[src/rtl/apfc_pkg.sv]
package apfc_pkg;
  typedef enum logic {
    ACC_SIGNED = 1'b0,
    ACC_MAG    = 1'b1
  } acc_mode_e;

  localparam int unsigned SYNC_STAGES_DEF = 2;
endpackage

[src/rtl/apfc_calib.sv]
module apfc_calib #(
  parameter int unsigned SAMPLE_W = 24,
  parameter int unsigned GAIN_W   = 12,
  parameter int unsigned OFS_W    = 16,
  parameter int unsigned CAL_W    = SAMPLE_W + 2
) (
  input  logic                       clk,
  input  logic                       rst_n,
  input  logic                       in_vld,
  input  logic signed [SAMPLE_W-1:0] in_smp,
  input  logic signed [GAIN_W-1:0]   gain,
  input  logic signed [OFS_W-1:0]    ofs,
  output logic                       cal_vld,
  output logic signed [CAL_W-1:0]    cal
);
  localparam int unsigned PROD_W = SAMPLE_W + GAIN_W;

  logic signed [PROD_W-1:0]   prod;
  logic signed [PROD_W-1:0]   prod_sh;
  logic signed [CAL_W-1:0]    smp_x;
  logic signed [CAL_W-1:0]    trim_x;
  logic signed [CAL_W-1:0]    ofs_x;
  logic signed [CAL_W-1:0]    cal_d;
  logic signed [CAL_W-1:0]    cal_q;
  logic                       vld_q;

  always_comb begin
    prod    = in_smp * gain;
    prod_sh = prod >>> GAIN_W;
    smp_x   = {{(CAL_W-SAMPLE_W){in_smp[SAMPLE_W-1]}}, in_smp};
    trim_x  = {{(CAL_W-SAMPLE_W){prod_sh[SAMPLE_W-1]}}, prod_sh[SAMPLE_W-1:0]};
    ofs_x   = {{(CAL_W-OFS_W){ofs[OFS_W-1]}}, ofs};
    cal_d   = cal_q;
    if (in_vld) begin
      cal_d = smp_x + trim_x + ofs_x;
    end
  end

  always_ff @(posedge clk or negedge rst_n) begin
    if (!rst_n) begin
      cal_q <= '0;
      vld_q <= 1'b0;
    end else begin
      cal_q <= cal_d;
      vld_q <= in_vld;
    end
  end

  assign cal     = cal_q;
  assign cal_vld = vld_q;

  a_r1_valid_follows: assert property (@(posedge clk) disable iff (!rst_n)
    in_vld |=> cal_vld);
  a_r1_hold_idle: assert property (@(posedge clk) disable iff (!rst_n)
    !in_vld |=> $stable(cal));
endmodule

[src/rtl/apfc_noload.sv]
module apfc_noload #(
  parameter int unsigned CAL_W = 26,
  parameter int unsigned NL_W  = 24
) (
  input  logic                    clk,
  input  logic                    rst_n,
  input  logic                    cal_vld,
  input  logic signed [CAL_W-1:0] cal,
  input  logic                    abs_mode,
  input  logic [NL_W-1:0]         nl_thr,
  output logic                    add_vld,
  output logic signed [CAL_W-1:0] add,
  output logic                    sign_neg,
  output logic                    noload,
  output logic                    sign_evt,
  output logic                    noload_evt
);
  import apfc_pkg::*;

  logic [CAL_W-1:0]        mag;
  logic [CAL_W-1:0]        thr_x;
  logic                    loaded;
  acc_mode_e               mode;

  logic                    add_vld_d, add_vld_q;
  logic signed [CAL_W-1:0] add_d, add_q;
  logic                    sign_d, sign_q;
  logic                    nl_d, nl_q;
  logic                    sevt_d, sevt_q;
  logic                    nevt_d, nevt_q;

  always_comb begin
    mode   = acc_mode_e'(abs_mode);
    mag    = cal[CAL_W-1] ? (~cal + 1'b1) : cal;
    thr_x  = {{(CAL_W-NL_W){1'b0}}, nl_thr};
    loaded = (mag >= thr_x);

    add_vld_d = cal_vld & loaded;
    add_d     = add_q;
    sign_d    = sign_q;
    sevt_d    = 1'b0;
    nl_d      = nl_q;
    nevt_d    = 1'b0;
    if (cal_vld) begin
      nl_d   = !loaded;
      nevt_d = (nl_q == loaded);
      if (loaded) begin
        add_d  = (mode == ACC_MAG) ? $signed(mag) : cal;
        sign_d = cal[CAL_W-1];
        sevt_d = cal[CAL_W-1] ^ sign_q;
      end
    end
  end

  always_ff @(posedge clk or negedge rst_n) begin
    if (!rst_n) begin
      add_vld_q <= 1'b0;
      add_q     <= '0;
      sign_q    <= 1'b0;
      nl_q      <= 1'b1;
      sevt_q    <= 1'b0;
      nevt_q    <= 1'b0;
    end else begin
      add_vld_q <= add_vld_d;
      add_q     <= add_d;
      sign_q    <= sign_d;
      nl_q      <= nl_d;
      sevt_q    <= sevt_d;
      nevt_q    <= nevt_d;
    end
  end

  assign add_vld    = add_vld_q;
  assign add        = add_q;
  assign sign_neg   = sign_q;
  assign noload     = nl_q;
  assign sign_evt   = sevt_q;
  assign noload_evt = nevt_q;

  a_r2_drop_small: assert property (@(posedge clk) disable iff (!rst_n)
    (cal_vld && (mag < thr_x)) |=> (!add_vld && noload));
  a_r4_mag_positive: assert property (@(posedge clk) disable iff (!rst_n)
    (cal_vld && !(mag < thr_x) && abs_mode) |=> (add_vld && !add[CAL_W-1]));
  a_r7_sign_hold: assert property (@(posedge clk) disable iff (!rst_n)
    !(cal_vld && !(mag < thr_x)) |=> $stable(sign_neg));
  a_r9_evt_needs_sample: assert property (@(posedge clk) disable iff (!rst_n)
    !cal_vld |=> (!sign_evt && !noload_evt));
endmodule

[src/rtl/apfc_dfc.sv]
module apfc_dfc #(
  parameter int unsigned CAL_W     = 26,
  parameter int unsigned DIV_W     = 8,
  parameter int unsigned PULSE_THR = 1 << 22,
  parameter int unsigned PULSE_LEN = 16
) (
  input  logic                    clk,
  input  logic                    rst_n,
  input  logic                    add_vld,
  input  logic signed [CAL_W-1:0] add,
  input  logic [DIV_W-1:0]        div,
  output logic                    pulse_n
);
  localparam int unsigned THR_W = $clog2(PULSE_THR + 1) + DIV_W;
  localparam int unsigned ACC_W = ((THR_W > CAL_W) ? THR_W : CAL_W) + 2;
  localparam int unsigned CNT_W = $clog2(PULSE_LEN + 1);

  logic [ACC_W-1:0]        thr_u;
  logic signed [ACC_W-1:0] thr_p;
  logic signed [ACC_W-1:0] thr_m;
  logic signed [ACC_W-1:0] add_x;
  logic signed [ACC_W-1:0] sum;
  logic signed [ACC_W-1:0] acc_d, acc_q;
  logic                    fire;
  logic [CNT_W-1:0]        cnt_d, cnt_q;

  always_comb begin
    thr_u = ACC_W'(PULSE_THR) * (ACC_W'(div) + ACC_W'(1));
    thr_p = $signed(thr_u);
    thr_m = -thr_p;
    add_x = {{(ACC_W-CAL_W){add[CAL_W-1]}}, add};
    sum   = acc_q + add_x;
    acc_d = acc_q;
    fire  = 1'b0;
    if (add_vld) begin
      if (sum >= thr_p) begin
        acc_d = sum - thr_p;
        fire  = 1'b1;
      end else if (sum <= thr_m) begin
        acc_d = sum + thr_p;
        fire  = 1'b1;
      end else begin
        acc_d = sum;
      end
    end
  end

  always_comb begin
    if (cnt_q != '0) begin
      cnt_d = cnt_q - 1'b1;
    end else if (fire) begin
      cnt_d = CNT_W'(PULSE_LEN);
    end else begin
      cnt_d = '0;
    end
  end

  always_ff @(posedge clk or negedge rst_n) begin
    if (!rst_n) begin
      acc_q <= '0;
      cnt_q <= '0;
    end else begin
      if (add_vld) begin
        acc_q <= acc_d;
      end
      cnt_q <= cnt_d;
    end
  end

  assign pulse_n = (cnt_q == '0);

  a_r5_pulse_cause: assert property (@(posedge clk) disable iff (!rst_n)
    $fell(pulse_n) |-> $past(add_vld));
  a_r6_no_retrigger: assert property (@(posedge clk) disable iff (!rst_n)
    (!pulse_n && fire) |=> (cnt_q < $past(cnt_q)));
  a_r5_remainder_bound: assert property (@(posedge clk) disable iff (!rst_n)
    (add_vld && $stable(div) && (acc_q < thr_p) && (acc_q > thr_m)
     && (add_x < thr_p) && (add_x > thr_m)) |=> ((acc_q < thr_p) && (acc_q > thr_m)));

  generate
    if (PULSE_LEN > 1) begin : g_len_chk
      a_r6_min_width: assert property (@(posedge clk) disable iff (!rst_n)
        $fell(pulse_n) |=> !pulse_n);
    end
  endgenerate
endmodule

[src/rtl/apfc_top.sv]
module apfc_top #(
  parameter int unsigned SAMPLE_W    = 24,
  parameter int unsigned GAIN_W      = 12,
  parameter int unsigned OFS_W       = 16,
  parameter int unsigned NL_W        = 24,
  parameter int unsigned DIV_W       = 8,
  parameter int unsigned PULSE_THR   = 1 << 22,
  parameter int unsigned PULSE_LEN   = 16,
  parameter int unsigned SYNC_STAGES = apfc_pkg::SYNC_STAGES_DEF
) (
  input  logic                clk,
  input  logic                rst_n,
  input  logic                smp_vld,
  input  logic [SAMPLE_W-1:0] smp,
  input  logic                abs_mode,
  input  logic [GAIN_W-1:0]   gain,
  input  logic [OFS_W-1:0]    ofs,
  input  logic [NL_W-1:0]     nl_thr,
  input  logic [DIV_W-1:0]    rate_div,
  output logic                pulse_n,
  output logic                sign_neg,
  output logic                noload,
  output logic                sign_evt,
  output logic                noload_evt
);
  localparam int unsigned CAL_W = SAMPLE_W + 2;

  logic [SYNC_STAGES-1:0]  rst_pipe;
  logic                    rst_core_n;
  logic                    cal_vld;
  logic signed [CAL_W-1:0] cal;
  logic                    add_vld;
  logic signed [CAL_W-1:0] add;

  generate
    for (genvar i = 0; i < SYNC_STAGES; i++) begin : g_rst_sync
      always_ff @(posedge clk or negedge rst_n) begin
        if (!rst_n) begin
          rst_pipe[i] <= 1'b0;
        end else begin
          rst_pipe[i] <= (i == 0) ? 1'b1 : rst_pipe[(i == 0) ? 0 : i-1];
        end
      end
    end
  endgenerate

  assign rst_core_n = rst_pipe[SYNC_STAGES-1];

  apfc_calib #(
    .SAMPLE_W (SAMPLE_W),
    .GAIN_W   (GAIN_W),
    .OFS_W    (OFS_W),
    .CAL_W    (CAL_W)
  ) u_calib (
    .clk     (clk),
    .rst_n   (rst_core_n),
    .in_vld  (smp_vld),
    .in_smp  ($signed(smp)),
    .gain    ($signed(gain)),
    .ofs     ($signed(ofs)),
    .cal_vld (cal_vld),
    .cal     (cal)
  );

  apfc_noload #(
    .CAL_W (CAL_W),
    .NL_W  (NL_W)
  ) u_noload (
    .clk        (clk),
    .rst_n      (rst_core_n),
    .cal_vld    (cal_vld),
    .cal        (cal),
    .abs_mode   (abs_mode),
    .nl_thr     (nl_thr),
    .add_vld    (add_vld),
    .add        (add),
    .sign_neg   (sign_neg),
    .noload     (noload),
    .sign_evt   (sign_evt),
    .noload_evt (noload_evt)
  );

  apfc_dfc #(
    .CAL_W     (CAL_W),
    .DIV_W     (DIV_W),
    .PULSE_THR (PULSE_THR),
    .PULSE_LEN (PULSE_LEN)
  ) u_dfc (
    .clk     (clk),
    .rst_n   (rst_core_n),
    .add_vld (add_vld),
    .add     (add),
    .div     (rate_div),
    .pulse_n (pulse_n)
  );

  a_r8_one_cycle_strobe: assert property (@(posedge clk) disable iff (!rst_core_n)
    sign_evt |=> (!sign_evt || $changed(sign_neg)));
  a_r10_idle_after_reset: assert property (@(posedge clk) disable iff (!rst_core_n)
    $rose(rst_core_n) |-> (pulse_n && noload && !sign_neg));
endmodule

[config.mk]
export PLATFORM = sky130hd
export DESIGN_NAME = apfc_top
export DESIGN_NICKNAME = d
export VERILOG_FILES = /design/src/rtl/apfc_pkg.sv /design/src/rtl/apfc_calib.sv /design/src/rtl/apfc_noload.sv /design/src/rtl/apfc_dfc.sv /design/src/rtl/apfc_top.sv
export SDC_FILE = /design/constraint.sdc
export NUM_CORES = 1
export LEC_CHECK = 0
export BUFFER_PORTS_ARGS = -buffer_cell sky130_fd_sc_hd__clkbuf_2
export CORE_MARGIN = 2
export CORE_UTILIZATION = 53
export DETAILED_ROUTE_END_ITERATION = 6
export PLACE_DENSITY = 0.79
export SYNTH_ARGS = -nofsm -noshare
export SYNTH_HDL_FRONTEND = slang
export SYNTH_SLANG_ARGS = --single-unit
[constraint.sdc]
create_clock -name clk -period 5.5 [get_ports clk]
set_input_delay 0.275 -clock clk [delete_from_list [all_inputs] [get_ports clk]]
set_output_delay 0.275 -clock clk [all_outputs]
set_load 0.01 [all_outputs]
Word level (Yosys, flattened, before mapping)

Index checks and enable logic that the tools add are counted.

Bits in registers: 98
Word-level logic and storage cells: 45

$add $sub $neg: 9
Multiply operators: 1
Order comparisons: 3
Eq/ne operators: 1
Muxes and demuxes: 12
Bitwise operators: 3
Reduce and logical (&&, ||, !) cells: 4

Operator list:

| operator                | number |
|---|---|
| $mux W33                | 2 |
| $mux W26                | 2 |
| $mul A24 B12 Y36        | 1 |
| $add A33 B26 Y33        | 1 |
| $add A33 B33 Y33        | 1 |
| $ge A33 B33 Y1          | 1 |
| $le A33 B33 Y1          | 1 |
| $neg A33 Y33            | 1 |
| $sub A33 B33 Y33        | 1 |
| $add A25 B16 Y26        | 1 |
| $add A26 B1 Y26 const B | 1 |
| $ge A26 B24 Y1          | 1 |
| $not A26 Y26            | 1 |
| $add A24 B24 Y25        | 1 |
| $mux W5                 | 2 |
| $add A8 B1 Y9 const B   | 1 |
| $mux W1                 | 6 |
| $logic_not A5 Y1        | 1 |
| $reduce_bool A5 Y1      | 1 |
| $sub A5 B1 Y5 const B   | 1 |
| $reduce_and A2 Y1       | 1 |
| $and A1 B1 Y1           | 1 |
| $eq A1 B1 Y1            | 1 |
| $logic_not A1 Y1        | 1 |
| $xor A1 B1 Y1           | 1 |

Depth between registers and ports, before layout

Depth in word-level cells: 8
Depth in mapped cells: 38
Gate-level depth less buffers: 37

Hierarchy

Synthesis repeated with hierarchy kept, for this count alone.

Cells, all modules: 2313
Area, all modules: 20159.3 um2

By module, submodules not included:

| module      | instances | cells an instance | area each (um2) | seq. area each (um2) |
|---|---|---|---|---|
| apfc_calib  | 1         | 1358              | 12120.4         | 675.6 |
| apfc_dfc    | 1         | 644               | 5167.5          | 950.9 |
| apfc_noload | 1         | 308               | 2817.7          | 777.0 |
| apfc_top    | 1         | 3                 | 53.8            | 50.0 |

Worst setup path after synthesis

OpenSTA, ideal clock, no wires.

Path kind: input port to flip-flop
Start point: in gain[11]
End point: reg u_calib.cal_q[21] (netlist: u_calib.cal[21])
Arrival: 7660 ps
Path slack: -2284 ps
Stages on the path: 33
Path buffers: 1
Cell sequence: inv_1 -> clkbuf_1 -> nor2_1 -> fa_1 -> fa_1 -> fa_1 -> fa_1 -> inv_1 -> fa_1 -> inv_1 -> ha_1 -> nor4_1 -> o211ai_1 -> nand4_1 -> a21boi_0 -> o21ai_0 -> a21boi_0 -> o21a_1 -> nor2_1 -> xnor2_1 -> fa_1 -> ha_1 -> a21o_1 -> a21o_1 -> a21o_1 -> a21oi_1 -> a21boi_0 -> o31ai_1 -> a21oi_1 -> a21oi_1 -> nor2b_1 -> xnor2_1 -> mux2_2

Word-level cells in the longest chain between the ends: 3

RTL lines:

| item                 | line             | RTL |
|---|---|---|
| from (decl)          | apfc_top.sv:16   | `input logic [GAIN_W-1:0] gain,` |
| $mul A24 B12 Y36     | apfc_calib.sv:28 | `prod = in_smp * gain;` |
| $add A24 B24 Y25     | apfc_calib.sv:35 | `cal_d = smp_x + trim_x + ofs_x;` |
| $add A25 B16 Y26     | apfc_calib.sv:35 |  |
| to (signal assigned) | apfc_calib.sv:44 | `cal_q <= cal_d;` |
| to (decl)            | apfc_calib.sv:24 | `logic signed [CAL_W-1:0] cal_q;` |

Every way passes these cells.
A chain may end at the register's enable or synchronous reset.

Worst setup path in the final report

Start point: in gain[8]
End point: reg u_calib.cal_q[21] (netlist: u_calib.cal[21])

The elaborated chain is that of the path after synthesis.

==> flow_summary.json <==
{
  "outcome": "finished, violations left",
  "violations": "setup timing",
  "synth_top_family_by_area": "adder cells",
  "io_buffer_count": 92,
  "drtPass1Iterations": 6,
  "required_ns": 5.74,
  "final.fill_count": 2719,
  "synth_seq_cells": 98,
  "seqCellArea_mm2": 0.00246,
  "multi_input_area_mm2": 0.0160,
  "diodes": 0,
  "path_common_cell": "fa_1",
  "syn-cell-area_mm2": 0.0195,
  "grt_pass1_vias": 17500,
  "die_y_um": 196,
  "max_slew_margin_pct": 42.6,
  "grt_usage_pct": 26.8,
  "cts_buffer_depth": 2,
  "critPathMaxFanout": 7,
  "instances_no_fill": 3014,
  "syn_to_final_growth_pct": 22.3,
  "grt_pass1_wl_mm": 83.8,
  "wirelength_mm": 52.2,
  "wl_per_cell_um": 17.3,
  "setup_viol": 24,
  "root_buffer": "clkbuf_16",
  "row_count": 70,
  "avgViaCountPerCell": 5.56,
  "grt_start_max_net_pins": 70,
  "r2r_start": "u_dfc.acc_q[7]",
  "grt_setup_unrepaired": "true",
  "clock-sinks": 98,
  "hold_violations": 0,
  "syn-instance-count": 2227,
  "worst-slew-pin-transition_ns": 0.840,
  "finalCritPeriodShare_pct": 133,
  "clkLatencyLatePin_ns": 0.35,
  "start_util_pct": 53.5,
  "tritoncts": "built",
  "crit_type": "primary input to register",
  "grt_overflow": 0,
  "r2r_end": "u_dfc.acc_q[30]",
  "fin_tns_setup_ns": -33.08,
  "critPathSlowestCell": "fa_1",
  "synth_top_flop_cell": "dfrtp_1",
  "worstRegToRegCells": 22,
  "crit_path_end_kind": "register",
  "synth_edf_count": 0,
  "die_x_um": 196,
  "ys_warn_count": 0,
  "dpl.hpwl_mm": 41.3,
  "synth_top_area_share_pct": 29.2,
  "ant_nets": 0,
  "hold_class": "register to async pin",
  "finalCriticalPeriod_ns": 7.34,
  "synth_fp_nets": 2783,
  "yosysSeqAreaShare_pct": 12.6,
  "synth_adder_area_share_pct": 41.0,
  "htree_levels": 3,
  "fmax_ghz": 0.136,
  "muxShareOfSynthArea_pct": 3.81,
  "synth.distinct_cells": 77,
  "ff2ff_setup_slack_ns": 0.16,
  "io_pins": 93,
  "final_area_mm2": 0.0238,
  "drive_above_1_share_pct": 24.8,
  "final_max_slew_viol_count": 0,
  "slowest_delay_ns": 0.56,
  "die-area_mm2": 0.0383,
  "synth_async_sr_flop_share_pct": 100,
  "synth-simple-area-share_pct": 15.6,
  "avgSynthCellArea_um2": 8.76,
  "setup_slack_ns": -1.84,
  "synth_top_cells_by_area": "fa_1, dfrtp_1, ha_1",
  "cts_buffers": 9,
  "drcViolationCount": 0,
  "first_iter_violations": 1004,
  "core-area_mm2": 0.0364,
  "layout.nets": 3097,
  "antenna_found_initial": 0,
  "clock-skew-final_ns": 0.00965,
  "crit_arrival_ns": 7.58,
  "synth_xor_xnor_area_share_pct": 6.11,
  "cp-start-kind": "primary input",
  "dpl_cell_area_mm2": 0.0224,
  "drv_cap": 0,
  "vias": 16700,
  "gp_congestion": 0.955,
  "clk_pin_slew_ns": 0.08,
  "placed_cells": 2952,
  "synth_compound_area_share_pct": 11.3,
  "synth_area_leader_cell": "fa_1"
}
## worst max-delay path: cells and delay by family
kind | cells | cell delay (ns)
adders and majority gates | 8 | 3.50
xor gates and xnor gates | 2 | 0.27
muxes | 1 | 0.26
and+or+nand+nor | 7 | 1.03
AOI/OAI and AO/OA | 10 | 1.60
buffers and inverters | 7 | 0.59
## per-layer routing
layer / global-route usage, % / vias to the layer above / share of wire, %
li1: - / 7737 / -
met1: 33.5 / 8210 / 40
met2: 47.7 / 668 / 50
met3: 4.42 / 131 / 7.0
met4: 8.39 / 0 / 3.3
met5: 0 / - / 0
## stage by stage
step	utilization [%]	hold slack [ns]	setup WS, ns
CTS	63.9	0.254	-1.60
global placement	61.6	0.0642	-2.08
detailed placement	61.6	0.0629	-2.21
finish	65.4	0.239	-1.84
floorplan	-	-0.0206	-1.65
global route	65.4	0.262	-2.10
## synthesized netlist by cell type (5+ instances only)
cell      instances
mux2i_1          12
and2_1           91
or3_1            13
or2_2            14
nand2_1         277
o31ai_1          14
a211oi_1         13
nor3b_1           5
nor3_1           23
a21oi_1          91
o21bai_1         14
xor2_1           26
fa_1            284
ha_1            184
o21ai_1           6
nor2b_1          15
o21a_1           15
or4_1             6
nor4_1            6
clkbuf_1         76
nand2b_1         18
a211o_1           7
a21o_1           41
a21boi_0          8
and3_1            7
nor2_1          103
xnor2_1         110
a41oi_1           5
mux2_4           25
o21ai_0          64
dfrtp_1          97
nand3_1          32
a31oi_1          13
mux2_2           22
inv_1           402
o211ai_1          9
nand4_1          12
## layout make-up
class / count / area share (%)
multi-input cells: 1641 / 67.1
repair buffers: 388 / 12.6
flip-flops and latches: 98 / 10.3
inverters: 403 / 6.34
well taps: 468 / 2.46
clock buffers: 10 / 0.960
clock inverters: 6 / 0.247
## layout by cell type, fill, tap and decap left out, types with 12 or more instances in the layout
master and instances:
a21o_1 41, a21oi_1 65, a21oi_2 24, and2_1 85
buf_4 272, buf_6 13, clkbuf_2 72, dfrtp_1 96
fa_1 264, fa_2 20, ha_1 165, ha_4 17
inv_1 387, inv_2 16, mux2_2 18, mux2_4 29
mux2i_1 12, nand2_1 260, nand2_2 15, nand2b_1 18
nand3_1 31, nand4_1 12, nor2_1 93, nor2b_1 13
nor3_1 17, o21a_1 15, o21ai_0 53, o21bai_1 14
o31ai_1 13, or2_2 14, xnor2_1 107, xor2_1 26
## sequential cells by signal (all words and copies together) (netlist names)
signal	flops
u_noload.noload	1
rst_pipe	1
u_noload.add_vld	1
u_calib.cal	26
u_noload.add	26
u_dfc.acc_q	33
u_noload.noload_evt	1
rst_core_n	1
u_noload.sign_neg	1
u_calib.cal_vld	1
u_noload.sign_evt	1
u_dfc.cnt_q	5
## logic make-up after synthesis
| family | after synthesis |
|---|---|
| AND/OR/NAND/NOR | 639 |
| buffers and inverters | 488 |
| adder cells (fa/ha/maj) | 468 |
| AO/OA/AOI/OAI | 338 |
| XOR/XNOR | 136 |
| flip-flops | 98 |
| multiplexers | 59 |
| other | 1 |
## what timing repair did
action / CTS / global route
setup buffers: 18 / 25
cloned: 1 / 1
setup endpoints to repair: 36 / 37
hold buffers: 1 / 0
gates resized for setup: 97 / 91
pin swaps: 66 / 87
endpoints found under the hold margin: 2 / 0
## how the worst max path moves through the flow
stage | start | cells after the start | end
2_1_floorplan | smp[7] | 34 | u_calib.cal[21]
3_3_place_gp | smp[6] | 33 | u_calib.cal[21]
3_5_place_dp | smp[7] | 31 | u_calib.cal[21]
5_1_grt | gain[8] | 35 | u_calib.cal[20]
4_1_cts | gain[8] | 34 | u_calib.cal[20]
6_report | gain[8] | 35 | u_calib.cal[21]
Power is not shown: default switching activity piles up to over one toggle a cycle in this logic, so the estimate is an artifact.
